$ cat src/rtl/acc_cpu_pkg.sv
package acc_cpu_pkg;

  typedef enum logic [3:0] {
    OP_ADD = 4'd0, OP_AND = 4'd1, OP_CLR = 4'd2, OP_ROL = 4'd3,
    OP_INV = 4'd4, OP_JMP = 4'd5, OP_JZ  = 4'd6, OP_LD  = 4'd7,
    OP_ST  = 4'd8, OP_IN  = 4'd9, OP_OUT = 4'd10, OP_HALT = 4'd11
  } op_e;

  typedef enum logic [2:0] {
    AC_KEEP, AC_SUM, AC_CONJ, AC_NEG, AC_ROT, AC_MEM, AC_PORT, AC_ZERO
  } ac_src_e;

  typedef struct packed {
    logic    mar_pc;
    logic    mar_ir;
    logic    mdr_mem;
    logic    mdr_ac;
    logic    pc_inc;
    logic    pc_ir;
    logic    opc_ld;
    logic    outr_ld;
    logic    hlt_set;
    logic    wr;
    logic    last;
    ac_src_e ac_src;
  } ctl_t;

  function automatic logic uses_operand(input logic [3:0] code);
    return code == OP_ADD || code == OP_AND || code == OP_LD || code == OP_ST;
  endfunction

endpackage

$ cat src/rtl/acc_cpu_microseq.sv
module acc_cpu_microseq #(
  parameter int NSTEP = 6
) (
  input  logic             clk,
  input  logic             rst,
  input  logic             hold,
  input  logic             last,
  output logic [NSTEP-1:0] strobe
);
  localparam int SW = $clog2(NSTEP);

  logic [SW-1:0] step;

  always_ff @(posedge clk) begin
    if (rst) begin
      step <= '0;
    end else if (!hold) begin
      if (last || step == SW'(NSTEP - 1)) step <= '0;
      else                                step <= step + 1'b1;
    end
  end

  for (genvar i = 0; i < NSTEP; i++) begin : g_strobe
    assign strobe[i] = (step == SW'(i));
  end

  // an instruction that ends hands control back to the fetch step
  assert_restart_R10: assert property (@(posedge clk) disable iff (rst)
    (!hold && last) |=> strobe[0]);

  // a frozen core keeps its step
  assert_step_frozen_R9: assert property (@(posedge clk) disable iff (rst)
    hold |=> $stable(strobe));

endmodule

$ cat src/rtl/acc_cpu_ctrl.sv
module acc_cpu_ctrl
  import acc_cpu_pkg::*;
#(
  parameter int NSTEP = 6,
  parameter int OPC_W = 4
) (
  input  logic [NSTEP-1:0] strobe,
  input  logic [OPC_W-1:0] opc,
  input  logic             ac_zero,
  input  logic             halted,
  output ctl_t             ctl
);
  logic is_mem;

  assign is_mem = uses_operand(opc);

  always_comb begin
    ctl = '0;
    if (!halted) begin
      // fetch, shared by every opcode
      if (strobe[0]) ctl.mar_pc = 1'b1;
      if (strobe[1]) begin
        ctl.mdr_mem = 1'b1;
        ctl.pc_inc  = 1'b1;
      end
      if (strobe[2]) ctl.opc_ld = 1'b1;
      // execute, first step
      if (strobe[3]) begin
        if (is_mem) begin
          ctl.mar_ir = 1'b1;
        end else begin
          ctl.last = 1'b1;
          case (opc)
            OP_CLR:  ctl.ac_src  = AC_ZERO;
            OP_ROL:  ctl.ac_src  = AC_ROT;
            OP_INV:  ctl.ac_src  = AC_NEG;
            OP_JMP:  ctl.pc_ir   = 1'b1;
            OP_JZ:   ctl.pc_ir   = ac_zero;
            OP_IN:   ctl.ac_src  = AC_PORT;
            OP_OUT:  ctl.outr_ld = 1'b1;
            OP_HALT: ctl.hlt_set = 1'b1;
            default: ;
          endcase
        end
      end
      // operand access
      if (strobe[4] && is_mem) begin
        if (opc == OP_ST) ctl.mdr_ac  = 1'b1;
        else              ctl.mdr_mem = 1'b1;
      end
      if (strobe[5]) begin
        ctl.last = 1'b1;
        case (opc)
          OP_ADD:  ctl.ac_src = AC_SUM;
          OP_AND:  ctl.ac_src = AC_CONJ;
          OP_LD:   ctl.ac_src = AC_MEM;
          OP_ST:   ctl.wr     = 1'b1;
          default: ;
        endcase
      end
    end
  end

endmodule

$ cat src/rtl/acc_cpu_alu.sv
module acc_cpu_alu #(
  parameter int DATA_W = 16
) (
  input  logic [DATA_W-1:0] a,
  input  logic [DATA_W-1:0] b,
  output logic [DATA_W-1:0] sum,
  output logic [DATA_W-1:0] conj,
  output logic [DATA_W-1:0] neg,
  output logic [DATA_W-1:0] rot
);
  function automatic logic [DATA_W-1:0] f_add(input logic [DATA_W-1:0] x, y);
    return x + y;
  endfunction

  function automatic logic [DATA_W-1:0] f_and(input logic [DATA_W-1:0] x, y);
    return x & y;
  endfunction

  function automatic logic [DATA_W-1:0] f_not(input logic [DATA_W-1:0] x);
    return ~x;
  endfunction

  function automatic logic [DATA_W-1:0] f_rotl(input logic [DATA_W-1:0] x);
    return {x[DATA_W-2:0], x[DATA_W-1]};
  endfunction

  assign sum  = f_add(a, b);
  assign conj = f_and(a, b);
  assign neg  = f_not(a);
  assign rot  = f_rotl(a);

endmodule

$ cat src/rtl/acc_cpu_core.sv
module acc_cpu_core
  import acc_cpu_pkg::*;
#(
  parameter int ADDR_W = 12,
  parameter int OPC_W  = 4,
  parameter int DATA_W = OPC_W + ADDR_W
) (
  input  logic              clk,
  input  logic              rst,
  output logic [ADDR_W-1:0] mem_addr,
  output logic              mem_we,
  output logic [DATA_W-1:0] mem_wdata,
  input  logic [DATA_W-1:0] mem_rdata,
  input  logic [DATA_W-1:0] in_data,
  output logic [DATA_W-1:0] out_data,
  output logic              halted
);
  localparam int NSTEP = 6;

  logic [DATA_W-1:0] ac, mdr, inr, outr, ac_next;
  logic [ADDR_W-1:0] pc, mar;
  logic [OPC_W-1:0]  opc;
  logic              hlt, ac_zero;
  logic [NSTEP-1:0]  strobe;
  logic [DATA_W-1:0] alu_sum, alu_conj, alu_neg, alu_rot;
  ctl_t              ctl;

  assign ac_zero = (ac == '0);

  acc_cpu_microseq #(.NSTEP(NSTEP)) u_seq (
    .clk(clk), .rst(rst), .hold(hlt), .last(ctl.last), .strobe(strobe)
  );

  acc_cpu_ctrl #(.NSTEP(NSTEP), .OPC_W(OPC_W)) u_ctrl (
    .strobe(strobe), .opc(opc), .ac_zero(ac_zero), .halted(hlt), .ctl(ctl)
  );

  acc_cpu_alu #(.DATA_W(DATA_W)) u_alu (
    .a(ac), .b(mdr), .sum(alu_sum), .conj(alu_conj), .neg(alu_neg), .rot(alu_rot)
  );

  // seven-way source selector for the accumulator
  always_comb begin
    case (ctl.ac_src)
      AC_SUM:  ac_next = alu_sum;
      AC_CONJ: ac_next = alu_conj;
      AC_NEG:  ac_next = alu_neg;
      AC_ROT:  ac_next = alu_rot;
      AC_MEM:  ac_next = mdr;
      AC_PORT: ac_next = inr;
      AC_ZERO: ac_next = '0;
      default: ac_next = ac;
    endcase
  end

  // the address the register is loading now, so a synchronous memory is ready next step
  always_comb begin
    if (ctl.mar_pc)      mem_addr = pc;
    else if (ctl.mar_ir) mem_addr = mdr[ADDR_W-1:0];
    else                 mem_addr = mar;
  end

  always_ff @(posedge clk) begin
    if (rst) begin
      ac   <= '0;
      pc   <= '0;
      opc  <= '0;
      mar  <= '0;
      mdr  <= '0;
      inr  <= '0;
      outr <= '0;
      hlt  <= 1'b0;
    end else if (!hlt) begin
      inr <= in_data;
      ac  <= ac_next;
      if (ctl.mar_pc)      mar <= pc;
      else if (ctl.mar_ir) mar <= mdr[ADDR_W-1:0];
      if (ctl.mdr_mem)     mdr <= mem_rdata;
      else if (ctl.mdr_ac) mdr <= ac;
      if (ctl.pc_ir)       pc  <= mdr[ADDR_W-1:0];
      else if (ctl.pc_inc) pc  <= pc + 1'b1;
      if (ctl.opc_ld)      opc <= mdr[DATA_W-1 -: OPC_W];
      if (ctl.outr_ld)     outr <= ac;
      if (ctl.hlt_set)     hlt  <= 1'b1;
    end
  end

  assign mem_we    = ctl.wr;
  assign mem_wdata = mdr;
  assign out_data  = outr;
  assign halted    = hlt;

  assert_pc_step_R3: assert property (@(posedge clk) disable iff (rst)
    strobe[1] && !hlt |=> pc == $past(pc) + 1'b1);

  assert_opc_fetch_R3: assert property (@(posedge clk) disable iff (rst)
    strobe[2] && !hlt |=> opc == $past(mdr[DATA_W-1 -: OPC_W]));

  assert_store_data_R5: assert property (@(posedge clk) disable iff (rst)
    mem_we |-> mem_wdata == ac && strobe[5]);

  assert_jz_skip_R7: assert property (@(posedge clk) disable iff (rst)
    strobe[3] && !hlt && opc == OP_JZ && !ac_zero |=> pc == $past(pc));

  assert_jz_take_R7: assert property (@(posedge clk) disable iff (rst)
    strobe[3] && !hlt && opc == OP_JZ && ac_zero |=> pc == $past(mdr[ADDR_W-1:0]));

  assert_halt_freeze_R9: assert property (@(posedge clk) disable iff (rst)
    hlt |=> hlt && $stable(pc) && $stable(ac) && $stable(outr) && !mem_we);

endmodule

$ cat config.mk
export PLATFORM = sky130hd
export DESIGN_NAME = acc_cpu_core
export DESIGN_NICKNAME = d
export VERILOG_FILES = /design/src/rtl/acc_cpu_pkg.sv /design/src/rtl/acc_cpu_microseq.sv /design/src/rtl/acc_cpu_ctrl.sv /design/src/rtl/acc_cpu_alu.sv /design/src/rtl/acc_cpu_core.sv
export SDC_FILE = /design/constraint.sdc
export NUM_CORES = 1
export LEC_CHECK = 0
export BUFFER_PORTS_ARGS = -buffer_cell sky130_fd_sc_hd__buf_2
export CAP_MARGIN = 20
export CORE_UTILIZATION = 64
export CTS_BUF_LIST = sky130_fd_sc_hd__clkbuf_8
export DETAILED_ROUTE_END_ITERATION = 8
export PLACE_DENSITY = 0.88
export SYNTH_ARGS = -nofsm -noshare
export SYNTH_HDL_FRONTEND = slang
export SYNTH_SLANG_ARGS = --single-unit
$ cat constraint.sdc
create_clock -name clk -period 4.1 [get_ports clk]
set_input_delay 0.41 -clock clk [delete_from_list [all_inputs] [get_ports clk]]
set_output_delay 0.41 -clock clk [all_outputs]
set_load 0.01 [all_outputs]
==> reports/results.tsv <==
metric	value	unit
ys flop type	dfxtp_1	
final worst-path cycle share	0.795	
total wire length	15.0	mm
Worst setup EP type	register	
Antenna Cells	0	
maximum clock frequency	307	MHz
ranking of synthesized cells by area	dfxtp_1 35%, mux2i_1 12%, nor2_1 6.6%	
RSZ-0062 raised after global routing	false	
async set or reset register ratio after synthesis	0	
CP Class	register to register	
placed cells	815	
CTS buffer count	9	
flops & latches, synth	96	
met2 Track Usage GR	0.527	
DRC Markers	0	
Ys Warns	0	
share of layout cells above drive strength 1	0.160	
Die Span Y	95.1	um
Chip Width	95.1	um
antenna violations before repair	0	
top cell type's share of synthesized area	0.346	
post-synthesis cell count	664	
WP data required	4.36	ns
gr ovfl total	0	
pin count of the biggest net entering global routing	51	
via count	5264	
Post-Place Worst Slack	0.959	ns
post-synthesis sequential area ratio	0.346	
PortBufs	79	
Post-Route Setup TNS	0	ns
root buffer cell	clkbuf_8	
Total GRT Usage	0.341	
Final ANT Viol Nets	0	
First DRT Iteration DRCs	437	
Final #Nets	778	
Hold WC Path Type	input pin to register	
Reg2Reg Setup Slack	0.84	ns
area of the core	8300	um^2
Pre-antenna DRT Iters	5	
Area Overhead vs Synth	11.1	%
Hold Path Sink	inr[3]$_SDFFE_PP0N_	
Initial Util	0.668	
Core Rows	33	
RD Place Congestion	0.982	
CP Launch Type	register	
post-route worst setup slack	0.842	ns
Longest Clk Path Bufs	2	
largest area contributor in the netlist	dfxtp_1	
Finished Layout Cells	830	
fin. max-slew vios	0	
first-pass GRT wire length	23.9	mm
CP Data Arrival Time	3.52	ns
Ports	80	
status	complete, no violations	
Vias per Instance	6.34	
clk_lat worst skew	0.37	ns
Worst-path clk slew	0.10	ns
hold slack final	0.267	ns
vias in the first global route	4846	
leakage power	2.66	nW
CP max-delay cell	dfxtp_1	
relative slew slack	0.285	
Syn Area/Cell	8.35	um^2
max-capacitance violation count	0	
DP Wirelength	10.8	mm
Post-synth EDFFs	0	
Mapped Area	5550	um^2
H-tree depth reported by CTS	3	
RR Startpoint	u_seq.step[2]$_SDFFE_PP0N_	
Crit Path Max Fanout	12	
hold buffer count at CTS	0	
GR peak layer	met2	
WL/cell	18.0	um
cell chain of the critical path	inv_1 > ha_1 > nor2b_1 > o21a_1 > nor2_1 > a21oi_1 > buf_4 > a21oi_1 > a21oi_1 > or4b_1 > nand3_1	
Hold Path Depth	3	
met1 Usage GRT	0.459	
Worst-Margin Slew	1.07	ns
worst hold start	in_data[3]	
worst r2r path cells	11	
pwr dens	320	nW/um^2
final setup violation count	0	
final hold vios	0	
Post-Syn Nets	721	
CTS resizes	0	
reg2reg end	ac[14]$_SDFFE_PP0P_	
post-route clock skew	0.0115	ns
CTS tree	done	
worst vdd ir	194	uV
Cell variety after synth	61	
met3 Track Usage GR	0.0805	
crit-path max cell delay	0.54	ns
most frequent CP cell	a21oi_1	
Min Clock Period, post-route	3.26	ns
post-CTS setup buffer count	0	
die area	9040	um^2
clk sink count	96	
## worst max-delay path by stage
stage / cells past startpoint / start / slack [ns] / to
2_1_floorplan: 9 / mem_wdata[1]$_SDFFE_PP0P_ / 1.48 / ac[13]$_SDFFE_PP0P_
3_3_place_gp: 11 / u_seq.step[2]$_SDFFE_PP0N_ / 1.03 / ac[14]$_SDFFE_PP0P_
3_5_place_dp: 11 / u_seq.step[2]$_SDFFE_PP0N_ / 0.96 / ac[14]$_SDFFE_PP0P_
4_1_cts: 11 / u_seq.step[2]$_SDFFE_PP0N_ / 0.94 / ac[14]$_SDFFE_PP0P_
5_1_grt: 11 / u_seq.step[1]$_SDFFE_PP0N_ / 0.65 / ac[14]$_SDFFE_PP0P_
6_report: 11 / u_seq.step[2]$_SDFFE_PP0N_ / 0.84 / ac[14]$_SDFFE_PP0P_
## flip-flops by register name (all words and copies together), names as in the netlist
register and flops:
inr 16, out_data 16, ac 16, pc 12, mar 12, u_seq.step 3
mem_wdata 16, opc 4, halted 1
## layout make-up
cell class,instances,area [um^2]
Inverter,15,56.3
Multi-Input combinational cell,507,3380
Clock inverter,5,38.8
Fill cell,642,2140
Tap cell,105,131
Sequential cell,96,1920
Timing Repair Buffer,92,493
Clock buffer,10,138
## where the power goes
| part | internal [mW] | switching, mW | leakage [nW] |
|---|---|---|---|
| Clock | 0.240 | 0.344 | 0.0895 |
| Combinational | 0.140 | 0.196 | 1.79 |
| Sequential | 0.977 | 0.0724 | 0.782 |
| Total | 1.36 | 0.613 | 2.66 |
## worst max-delay path: cells and delay by family (launching register included)
family / cells / cell delay, ns
simple gates: 4 / 1.00
compound gates: 4 / 0.96
flops: 1 / 0.54
buf+inv: 2 / 0.34
fa+ha+maj: 1 / 0.31
## layer usage
metal  up-vias  part of all wire
met4         0             0.024
met3        36             0.089
met1      2464              0.42
met2       261              0.47
met5         -                 0
li1       2503                 -
## kinds of logic after synthesis
| logic type | after synthesis | synth area share |
|---|---|---|
| buffers and inverters | 61 | 0.0456 |
| AND/OR/NAND/NOR | 227 | 0.191 |
| adder cells (fa/ha/maj) | 23 | 0.0532 |
| flip-flops | 96 | 0.346 |
| AO/OA/AOI/OAI | 170 | 0.210 |
| XOR/XNOR | 21 | 0.0332 |
| multiplexers | 66 | 0.120 |
## metrics by stage
step	instance area (um^2)	total power, mW	utilization
after CTS	6160	1.97	0.742
after detailed placement	5980	1.40	0.721
after floorplan	5550	1.28	-
final	6160	1.97	0.742
after global routing	6160	2.05	0.742
after global placement	5980	1.38	0.721
## cells in the mapped netlist, types with 12 or more instances
master	instances
a211oi_1	33
buf_2	13
nor2_1	98
ha_1	22
clkbuf_1	28
nand2_1	57
inv_1	15
o21ai_0	36
xor2_1	12
a21oi_1	32
nor2b_1	19
mux2i_1	64
dfxtp_1	96
## layout by cell type (no fill, tap or decap), drive strengths merged, types with 18 or more instances in the layout
cell type	netlist	final
o21ai	37	37
inv	15	18
buf	18	92
a211oi	33	33
nor2	98	98
mux2i	64	64
nor2b	19	19
nand2	57	57
ha	22	22
dfxtp	96	96
a21oi	33	33
Note: power is estimated with default switching activity, not from simulation.
